<file path="config.mk">
export PLATFORM = sky130hd
export DESIGN_NAME = line_refill_ctrl
export DESIGN_NICKNAME = d
export VERILOG_FILES = /design/src/rtl/refill_pkg.sv /design/src/rtl/refill_order.sv /design/src/rtl/refill_arrivals.sv /design/src/rtl/refill_linebuf.sv /design/src/rtl/line_refill_ctrl.sv
export SDC_FILE = /design/constraint.sdc
export NUM_CORES = 1
export LEC_CHECK = 0
export BUFFER_PORTS_ARGS = -buffer_cell sky130_fd_sc_hd__buf_2
export CAP_MARGIN = 20
export CORE_UTILIZATION = 30
export DETAILED_ROUTE_END_ITERATION = 6
export GPL_ROUTABILITY_DRIVEN = 1
export GPL_TIMING_DRIVEN = 0
export PLACE_DENSITY = 0.54
export SLEW_MARGIN = 20
export SYNTH_ARGS = -nofsm -noshare
export SYNTH_HDL_FRONTEND = slang
export SYNTH_SLANG_ARGS = --single-unit
</file>
<file path="constraint.sdc">
create_clock -name clk -period 2.5 [get_ports clk]
set_input_delay 0.125 -clock clk [delete_from_list [all_inputs] [get_ports clk]]
set_output_delay 0.125 -clock clk [all_outputs]
set_load 0.005 [all_outputs]
</file>
<file path="src/rtl/refill_pkg.sv">
package refill_pkg;
    typedef enum logic [1:0] {
        FILL_IDLE = 2'd0,
        FILL_REQ  = 2'd1,
        FILL_DATA = 2'd2
    } fill_state_e;
endpackage

</file>
<file path="src/rtl/refill_order.sv">
module refill_order #(
    parameter int LINE_WORDS = 8,
    localparam int IDX_W = $clog2(LINE_WORDS)
) (
    input  logic             wrap,
    input  logic [IDX_W-1:0] start,
    input  logic [IDX_W-1:0] count,
    output logic [IDX_W-1:0] idx
);
    localparam bit IS_POW2 = (LINE_WORDS & (LINE_WORDS - 1)) == 0;

    logic [IDX_W-1:0] wrapped;

    generate
        if (IS_POW2) begin : g_pow2
            always_comb wrapped = start + count;
        end else begin : g_mod
            logic [IDX_W:0] sum;
            always_comb begin
                sum = {1'b0, start} + {1'b0, count};
                if (sum >= (IDX_W+1)'(LINE_WORDS))
                    sum = sum - (IDX_W+1)'(LINE_WORDS);
                wrapped = sum[IDX_W-1:0];
            end
        end
    endgenerate

    always_comb idx = wrap ? wrapped : count;
endmodule

</file>
<file path="src/rtl/refill_arrivals.sv">
module refill_arrivals #(
    parameter int LINE_WORDS = 8,
    localparam int IDX_W = $clog2(LINE_WORDS)
) (
    input  logic                  clk,
    input  logic                  rst_n,
    input  logic                  clr,
    input  logic                  set_en,
    input  logic [IDX_W-1:0]      set_idx,
    output logic [LINE_WORDS-1:0] mask
);
    logic [LINE_WORDS-1:0] mask_d, mask_q;

    always_comb begin
        mask_d = mask_q;
        if (clr)
            mask_d = '0;
        else if (set_en)
            mask_d[set_idx] = 1'b1;
    end

    always_ff @(posedge clk or negedge rst_n) begin
        if (!rst_n) mask_q <= '0;
        else        mask_q <= mask_d;
    end

    assign mask = mask_q;
endmodule

</file>
<file path="src/rtl/refill_linebuf.sv">
module refill_linebuf #(
    parameter int WORD_W     = 32,
    parameter int LINE_WORDS = 8,
    localparam int IDX_W = $clog2(LINE_WORDS)
) (
    input  logic              clk,
    input  logic              rst_n,
    input  logic              we,
    input  logic [IDX_W-1:0]  widx,
    input  logic [WORD_W-1:0] wdata,
    input  logic [IDX_W-1:0]  ridx,
    output logic [WORD_W-1:0] rdata
);
    logic [WORD_W-1:0] word_q [LINE_WORDS];

    generate
        for (genvar i = 0; i < LINE_WORDS; i++) begin : g_word
            logic [WORD_W-1:0] word_d;
            always_comb word_d = (we && widx == IDX_W'(i)) ? wdata : word_q[i];
            always_ff @(posedge clk or negedge rst_n) begin
                if (!rst_n) word_q[i] <= '0;
                else        word_q[i] <= word_d;
            end
        end
    endgenerate

    assign rdata = word_q[ridx];
endmodule

</file>
<file path="src/rtl/line_refill_ctrl.sv">
module line_refill_ctrl
    import refill_pkg::*;
#(
    parameter int WORD_W     = 32,
    parameter int LINE_WORDS = 8,
    parameter int LINE_AW    = 26,
    localparam int IDX_W = $clog2(LINE_WORDS)
) (
    input  logic                  clk,
    input  logic                  rst_n,
    input  logic                  miss_valid,
    input  logic [LINE_AW-1:0]    miss_line,
    input  logic [IDX_W-1:0]      miss_word,
    input  logic                  miss_crit_first,
    output logic                  miss_ready,
    output logic                  mem_req_valid,
    input  logic                  mem_req_ready,
    output logic [LINE_AW-1:0]    mem_req_line,
    output logic [IDX_W-1:0]      mem_req_start,
    output logic                  mem_req_wrap,
    input  logic                  mem_rsp_valid,
    input  logic [WORD_W-1:0]     mem_rsp_data,
    output logic                  fill_we,
    output logic [IDX_W-1:0]      fill_idx,
    output logic [WORD_W-1:0]     fill_data,
    output logic [LINE_WORDS-1:0] fill_mask,
    output logic                  line_valid,
    output logic                  crit_valid,
    output logic [WORD_W-1:0]     crit_data,
    input  logic                  acc_valid,
    input  logic [LINE_AW-1:0]    acc_line,
    input  logic [IDX_W-1:0]      acc_word,
    output logic                  acc_hit,
    output logic                  acc_stall,
    output logic [WORD_W-1:0]     acc_data
);
    localparam int CNT_W = IDX_W + 1;
    localparam logic [CNT_W-1:0] LAST_CNT = CNT_W'(LINE_WORDS - 1);

    typedef struct packed {
        fill_state_e        st;
        logic               wrap;
        logic [LINE_AW-1:0] line;
        logic [IDX_W-1:0]   crit;
        logic [CNT_W-1:0]   cnt;
        logic               lvalid;
    } refill_state_t;

    refill_state_t s_d, s_q;

    logic              accept;
    logic              in_fill;
    logic [IDX_W-1:0]  order_idx;
    logic [WORD_W-1:0] buf_rdata;
    logic              line_match;
    logic              word_here;

    always_comb begin
        accept  = (s_q.st == FILL_IDLE) && miss_valid;
        in_fill = (s_q.st == FILL_DATA) && mem_rsp_valid;
    end

    refill_order #(.LINE_WORDS(LINE_WORDS)) u_order (
        .wrap  (s_q.wrap),
        .start (s_q.crit),
        .count (s_q.cnt[IDX_W-1:0]),
        .idx   (order_idx)
    );

    refill_arrivals #(.LINE_WORDS(LINE_WORDS)) u_arrivals (
        .clk     (clk),
        .rst_n   (rst_n),
        .clr     (accept),
        .set_en  (in_fill),
        .set_idx (order_idx),
        .mask    (fill_mask)
    );

    refill_linebuf #(.WORD_W(WORD_W), .LINE_WORDS(LINE_WORDS)) u_linebuf (
        .clk   (clk),
        .rst_n (rst_n),
        .we    (in_fill),
        .widx  (order_idx),
        .wdata (mem_rsp_data),
        .ridx  (acc_word),
        .rdata (buf_rdata)
    );

    // next-state computation
    always_comb begin
        s_d = s_q;
        unique case (s_q.st)
            FILL_IDLE: begin
                if (miss_valid) begin
                    s_d.st     = FILL_REQ;
                    s_d.wrap   = miss_crit_first;
                    s_d.line   = miss_line;
                    s_d.crit   = miss_word;
                    s_d.cnt    = '0;
                    s_d.lvalid = 1'b0;
                end
            end
            FILL_REQ: begin
                if (mem_req_ready)
                    s_d.st = FILL_DATA;
            end
            FILL_DATA: begin
                if (mem_rsp_valid) begin
                    s_d.cnt = s_q.cnt + 1'b1;
                    if (s_q.cnt == LAST_CNT) begin
                        s_d.st     = FILL_IDLE;
                        s_d.lvalid = 1'b1;
                    end
                end
            end
            default: s_d.st = FILL_IDLE;
        endcase
    end

    always_ff @(posedge clk or negedge rst_n) begin
        if (!rst_n) begin
            s_q <= '{st: FILL_IDLE, wrap: 1'b0, line: '0, crit: '0,
                     cnt: '0, lvalid: 1'b0};
        end else begin
            s_q <= s_d;
        end
    end

    // outputs
    always_comb begin
        miss_ready    = (s_q.st == FILL_IDLE);
        mem_req_valid = (s_q.st == FILL_REQ);
        mem_req_line  = s_q.line;
        mem_req_wrap  = s_q.wrap;
        mem_req_start = s_q.wrap ? s_q.crit : '0;

        fill_we    = in_fill;
        fill_idx   = order_idx;
        fill_data  = mem_rsp_data;
        line_valid = s_q.lvalid;

        crit_valid = in_fill && (order_idx == s_q.crit);
        crit_data  = mem_rsp_data;

        line_match = (acc_line == s_q.line) && ((s_q.st != FILL_IDLE) || s_q.lvalid);
        word_here  = fill_mask[acc_word] || (in_fill && order_idx == acc_word);
        acc_hit    = acc_valid && line_match && word_here;
        acc_stall  = acc_valid && line_match && !word_here && (s_q.st != FILL_IDLE);
        acc_data   = fill_mask[acc_word] ? buf_rdata : mem_rsp_data;
    end
endmodule

</file>
== Word-level counts from Yosys, hierarchy flattened ==
Index checks and enable logic that the tools add are counted.

* Flip-flop bits (word level): 301
* Input bits: 97
* Output and inout port bits: 144
* Logic and storage cells: 90

* Add/subtract/negate cells: 2
* Magnitude comparators: 4
* Equality and inequality tests: 17
* Mux-type cells: 20
* Bitwise operators: 2
* Reductions and logical operators: 30

{| class="wikitable"
|+ Operator list
! cell !! number
|-
| $bmux 32 s3 || 1
|-
| $mux 32 || 3
|-
| $mux 37 || 1
|-
| $eq 26x26->1 || 1
|-
| $logic_and 1x1->1 || 18
|-
| $mux 8 || 2
|-
| $eq 3x3->1 const B || 4
|-
| $pmux 5 s2 || 1
|-
| $lt 3x4->1 const B || 2
|-
| $or 8x8->8 || 1
|-
| $reduce_and 4->1 || 2
|-
| $eq 3x2->1 const B || 2
|-
| $eq 3x3->1 || 2
|-
| $mux 2 || 3
|-
| $mux 3 || 2
|-
| $pmux 2 s3 || 1
|-
| $reduce_bool 2->1 || 3
|-
| $mux 5 || 1
|-
| $add 4x1->4 const B || 1
|-
| $eq 4x3->1 const B || 1
|-
| $ge 4x4->1 const B || 1
|-
| $ne 2x1->1 const B || 2
|-
| $ne 2x2->1 const B || 2
|-
| $not 3->4 || 1
|-
| other kinds (14) || 17
|}

== Depth between registers and ports, before layout ==
* Word-level depth: 9
* Gate-level depth with buffers: 10
* Gate-level depth less buffers: 9

== Modules after synthesis ==
From an unflattened synthesis, not the netlist that was laid out.

* Cells, all modules: 1051
* Area total of the unflattened synthesis: 15192.1 um2

{| class="wikitable"
|+ By module, submodules not included
! module !! times used !! cells each !! area an instance (um2) !! sequential area each (um2)
|-
| refill_linebuf || 1 || 665 || 11639.9 || 6406.1
|-
| line_refill_ctrl || 1 || 347 || 3128.0 || 925.9
|-
| refill_arrivals || 1 || 32 || 347.8 || 200.2
|-
| refill_order || 1 || 7 || 76.3 || 0.0
|}

== Worst setup path after synthesis ==
Ideal clock, no wire load.

* Path type: flip-flop to flip-flop
* Start: register s_q[1] (netlist name)
* End: register u_linebuf.word_q[100] (netlist name)
* Setup time: 0.125 ns
* Data arrival time: 2.453 ns
* Data required time: 2.375 ns
* Slack: -0.078 ns
* Cell stages (with the launch flop): 10
* Path buffers: 2
* Clock period less this slack: 2.578 ns
* Cells stage by stage: dfrtp_1 ha_1 inv_1 fa_1 a21o_1 buf_4 clkinv_1 nor3_2 buf_6 mux2_2

* Longest elaborated chain between the ends: 4

{| class="wikitable"
|+ Ends and longest elaborated chain
! element !! RTL line !! RTL
|-
| start, declared || line_refill_ctrl.sv:49 || <nowiki>refill_state_t s_d, s_q;</nowiki>
|-
| start signal, assigned || line_refill_ctrl.sv:122 || <nowiki>s_q <= '{st: FILL_IDLE, wrap: 1'b0, line: '0, crit: '0,</nowiki>
|-
| $add 3x3->3 || refill_order.sv:16 || <nowiki>always_comb wrapped = start + count;</nowiki>
|-
| $mux 3 || refill_order.sv:28 || <nowiki>always_comb idx = wrap ? wrapped : count;</nowiki>
|-
| named net fill_idx[1] || line_refill_ctrl.sv:24 || <nowiki>output logic [IDX_W-1:0] fill_idx,</nowiki>
|-
| $eq 3x3->1 || refill_linebuf.sv:19 || <nowiki>always_comb word_d = (we && widx == IDX_W'(i)) ? wdata : word_q[i];</nowiki>
|-
| $logic_and 1x1->1 || refill_linebuf.sv:19 ||
|-
| end signal, assigned by index || refill_linebuf.sv:22 || <nowiki>else word_q[i] <= word_d;</nowiki>
|-
| end, declared || refill_linebuf.sv:14 || <nowiki>logic [WORD_W-1:0] word_q [LINE_WORDS];</nowiki>
|}

The timed path passes the listed nets, and every way through them passes these cells.
A chain may end at the register's enable or synchronous reset.

== Final worst setup path ==
* Start: register s_q[5] (netlist name)
* End: output acc_hit

* Longest elaborated chain between the ends: 6

{| class="wikitable"
|+ Ends and longest elaborated chain
! element !! RTL line !! RTL
|-
| $add 3x3->3 || refill_order.sv:16 ||
|-
| $mux 3 || refill_order.sv:28 ||
|-
| $eq 3x3->1 || line_refill_ctrl.sv:146 || <nowiki>word_here = fill_mask[acc_word] || (in_fill && order_idx == acc_word);</nowiki>
|-
| $logic_and 1x1->1 || line_refill_ctrl.sv:146 ||
|-
| $logic_or 1x1->1 || line_refill_ctrl.sv:146 ||
|-
| $logic_and 1x1->1 || line_refill_ctrl.sv:147 || <nowiki>acc_hit = acc_valid && line_match && word_here;</nowiki>
|-
| end, declared || line_refill_ctrl.sv:33 || <nowiki>output logic acc_hit,</nowiki>
|}

No other way between the ends.

==> flow_metrics.tcl <==
set metrics [dict create \
    cts_max_path_buffers 3 \
    synth_flop_cell "dfrtp_1" \
    clockPowerShare_pct 24.3 \
    synth_area_sq_um 14700 \
    yosysUniqueCellTypes 40 \
    p_comb_share_pct 38.2 \
    p_leak_nw 10.3 \
    path_cells "ha_4 -> inv_2 -> fa_2 -> a21o_4 -> xnor2_2 -> o41a_1 -> and4b_1 -> buf_2" \
    firstDrtPassIters 5 \
    swShare_pct 29.8 \
    core_sq_um 48000 \
    finalHoldViolCount 0 \
    synth_edf_count 0 \
    syn-num-nets 1175 \
    period_minus_slack_ns 2.87 \
    route.detailed.drc 0 \
    reg2reg_depth 13 \
    synth_area_per_cell_sq_um 13.7 \
    maxSlewHeadroom_pct 33.8 \
    synth-seq-cells 301 \
    grt_first_pass_wirelength_microns 63200 \
    start_util_pct 30.6 \
    grt_max_degree 95 \
    cts-root-buf "clkbuf_16" \
    ant_nets 0 \
    internal_power_mw 14.6 \
    antenna_found_initial 0 \
    fin_crit_sh_pct 115 \
    synth-async-reset-ratio_pct 100 \
    critPathArrivalTime_ns 2.74 \
    cts_num_sinks 301 \
    criticalPathCategory "flop to output port" \
    slowest_stage "fa_2" \
    rsz0062_at_grt "true" \
    yosysTopAreaCellShare_pct 51.3 \
    hp-class "input pin to flop" \
    avgViaCountPerCell 4.76 \
    synth_top_area_cell "dfrtp_1" \
    skew_ns 0.0190 \
    die_h_microns 223 \
    start_kind "flop" \
    tritoncts "yes" \
    grt_pass1_vias 10500 \
    insertion_delay_ns 0.53 \
    ir_drop_v 0.000529 \
    violations "setup timing" \
    maxCapViolCount 0 \
    grt_overflow 0 \
    gp_congestion 0.806 \
    htree_levels 2 \
    synthCells 1075 \
    finalInstanceArea_sq_um 21200 \
    die_w_microns 223 \
    hpwl_microns 25600 \
    fin_nets 1582 \
    critPathRequiredTime_ns 2.38 \
    max_freq_mhz 349 \
    whs_path_depth 2 \
    finalWorstSetupSlack_ns -0.367 \
    final_util_pct 44.2 \
    worstMarginPinSlew_ns 0.993 \
    synth_area_leaders "dfrtp_1 (51%), mux2_2 (19%), mux4_2 (10%)" \
    drtIter0Drc 486 \
    status "complete, but fails checks" \
    clk_pin_slew_ns 0.06 \
    die_area_sq_um 49800 \
    post_drt_wl_per_cell_microns 20.7 \
    post_route_cells_drive_above_1_share_pct 61.7 \
    slew_viol_final 0 \
    antennaDiodeCount 0 \
    dpl_cell_area_sq_um 16800 \
    routed_wl_microns 43700 \
    ios 241 \
    io_buffer_count 238 \
    rows 80 \
    power_switching_mw 6.21 \
    vias 10100 \
    ys_seq_area_share_pct 51.3 \
    whs_ns 0.0371 \
    yosysWarnings 0 \
    timing.final.setup_violations 232 \
    worst_path_largest_cell_delay_ns 0.43 \
    areaGrowthSynthToFinish_pct 44.5 \
    powerDensity_nw_per_um2 980 \
    cp_max_fo 2 \
    seqPwrFrac_pct 37.5 \
    crit_path_end_kind "output port" \
    grt_usage_pct 16.6 \
    cts_buffers 36 \
]
layout make-up:
class	count	area (sq um)
Inverter	12	62.6
Clock inverter	3	51.3
Tap cell	615	769
Buffer	142	1300
Timing Repair Buffer	376	3050
Clock buffer	51	1070
Multi-Input combinational cell	613	7380
Fill cell	4310	26800
Sequential cell	301	7530
sequential cells by signal (all words and copies together) (netlist names):
name / cells
s_q: 9
u_linebuf.word_q: 256
mem_req_line: 26
line_valid: 1
u_arrivals.mask: 8
mem_req_wrap: 1
worst max-delay path, delay by kind of cell, from the launching register on:
family | cells | cell delay, ns
buffers and inverters | 2 | 0.17
AO/OA/AOI/OAI | 2 | 0.64
XOR/XNOR | 1 | 0.13
AND/OR/NAND/NOR | 1 | 0.27
adder cells (fa/ha/maj) | 2 | 0.60
flip-flops | 1 | 0.41
metal layers:
| layer | track usage (%) | wire length (microns) |
|---|---|---|
| met3 | 2.66 | 1710 |
| met2 | 27.8 | 21300 |
| met1 | 22.5 | 19800 |
| met5 | 0 | 0 |
| met4 | 3.76 | 844 |
path summary, 6_finish.rpt:
check	slack, ns	to	start
max in group asynchronous	1.44	u_linebuf.word_q[84]	rst_n
max	-0.37	acc_hit	s_q[5]
max reg2reg	-0.24	u_linebuf.word_q[241]	s_q[5]
min reg2reg	0.50	u_linebuf.word_q[220]	u_linebuf.word_q[220]
min in group asynchronous	0.13	mem_req_line[10]	rst_n
min	0.04	u_linebuf.word_q[170]	mem_rsp_data[10]
stage by stage:
stage | power, mW | setup TNS [ns] | setup WS, ns | cells
5_1_grt | 21.9 | -62.86 | -0.472 | 2113
6_report | 20.8 | -27.62 | -0.367 | 2113
2_1_floorplan | 11.5 | -0.925 | -0.0338 | 1075
4_1_cts | 20.1 | -23.36 | -0.480 | 2086
3_5_place_dp | 13.4 | -109.56 | -0.579 | 1931
3_3_place_gp | 13.2 | -1430.76 | -4.47 | 1928
placed cells by master, fill, tap and decap left out, types with 7 or more instances in the layout:
cell type	n
clkbuf_8	7
mux2i_1	32
inv_1	9
o21ai_4	17
nand4_1	7
buf_2	238
clkbuf_16	53
mux4_2	66
nand2_4	26
buf_12	43
o21ai_2	12
dfrtp_1	300
mux2_2	74
nand2_1	95
xnor2_1	27
dlygate4sd3_1	38
buf_6	28
clkbuf_1	13
nor2_1	7
mux2_4	182
nand2_2	8
buf_4	123
what timing repair did:
action	in CTS	in global routing
hold endpoints to repair	110	0
hold buffers	38	0
pin swaps	23	13
resized for setup	334	189
gates cloned	11	13
setup endpoints to repair	295	285
buffers inserted	52	35
power by group through the flow:
stage | clock network, mW | logic [mW] | registers [mW]
4_1_cts | 5.18 | 7.18 | 7.71
6_report | 5.05 | 7.95 | 7.81
5_1_grt | 5.37 | 8.56 | 8.02
3_3_place_gp | 0 | 5.45 | 7.71
2_1_floorplan | 0 | 4.08 | 7.45
3_5_place_dp | 0 | 5.61 | 7.79
synthesized netlist by cell type (5+ instances only):
cell type / count
mux2_2: 251
dfrtp_1: 301
nand2_1: 127
mux2i_1: 33
nor2_1: 8
xor2_1: 6
mux4_2: 66
o21ai_0: 37
a21oi_1: 5
inv_1: 10
nand3_1: 5
buf_1: 8
buf_4: 91
nand4_1: 7
clkbuf_1: 18
buf_6: 9
mux2_1: 5
xnor2_1: 30
buf_2: 23
kinds of logic after synthesis:
logic type | after synthesis | share of synthesized area [%]
AO/OA/AOI/OAI | 50 | 1.88
AND/OR/NAND/NOR | 166 | 4.95
flip-flops | 301 | 51.3
adder cells (fa/ha/maj) | 3 | 0.307
multiplexers | 356 | 32.1
XOR/XNOR | 37 | 2.33
buffers and inverters | 162 | 7.13
Note: power is estimated with default switching activity, not from simulation.
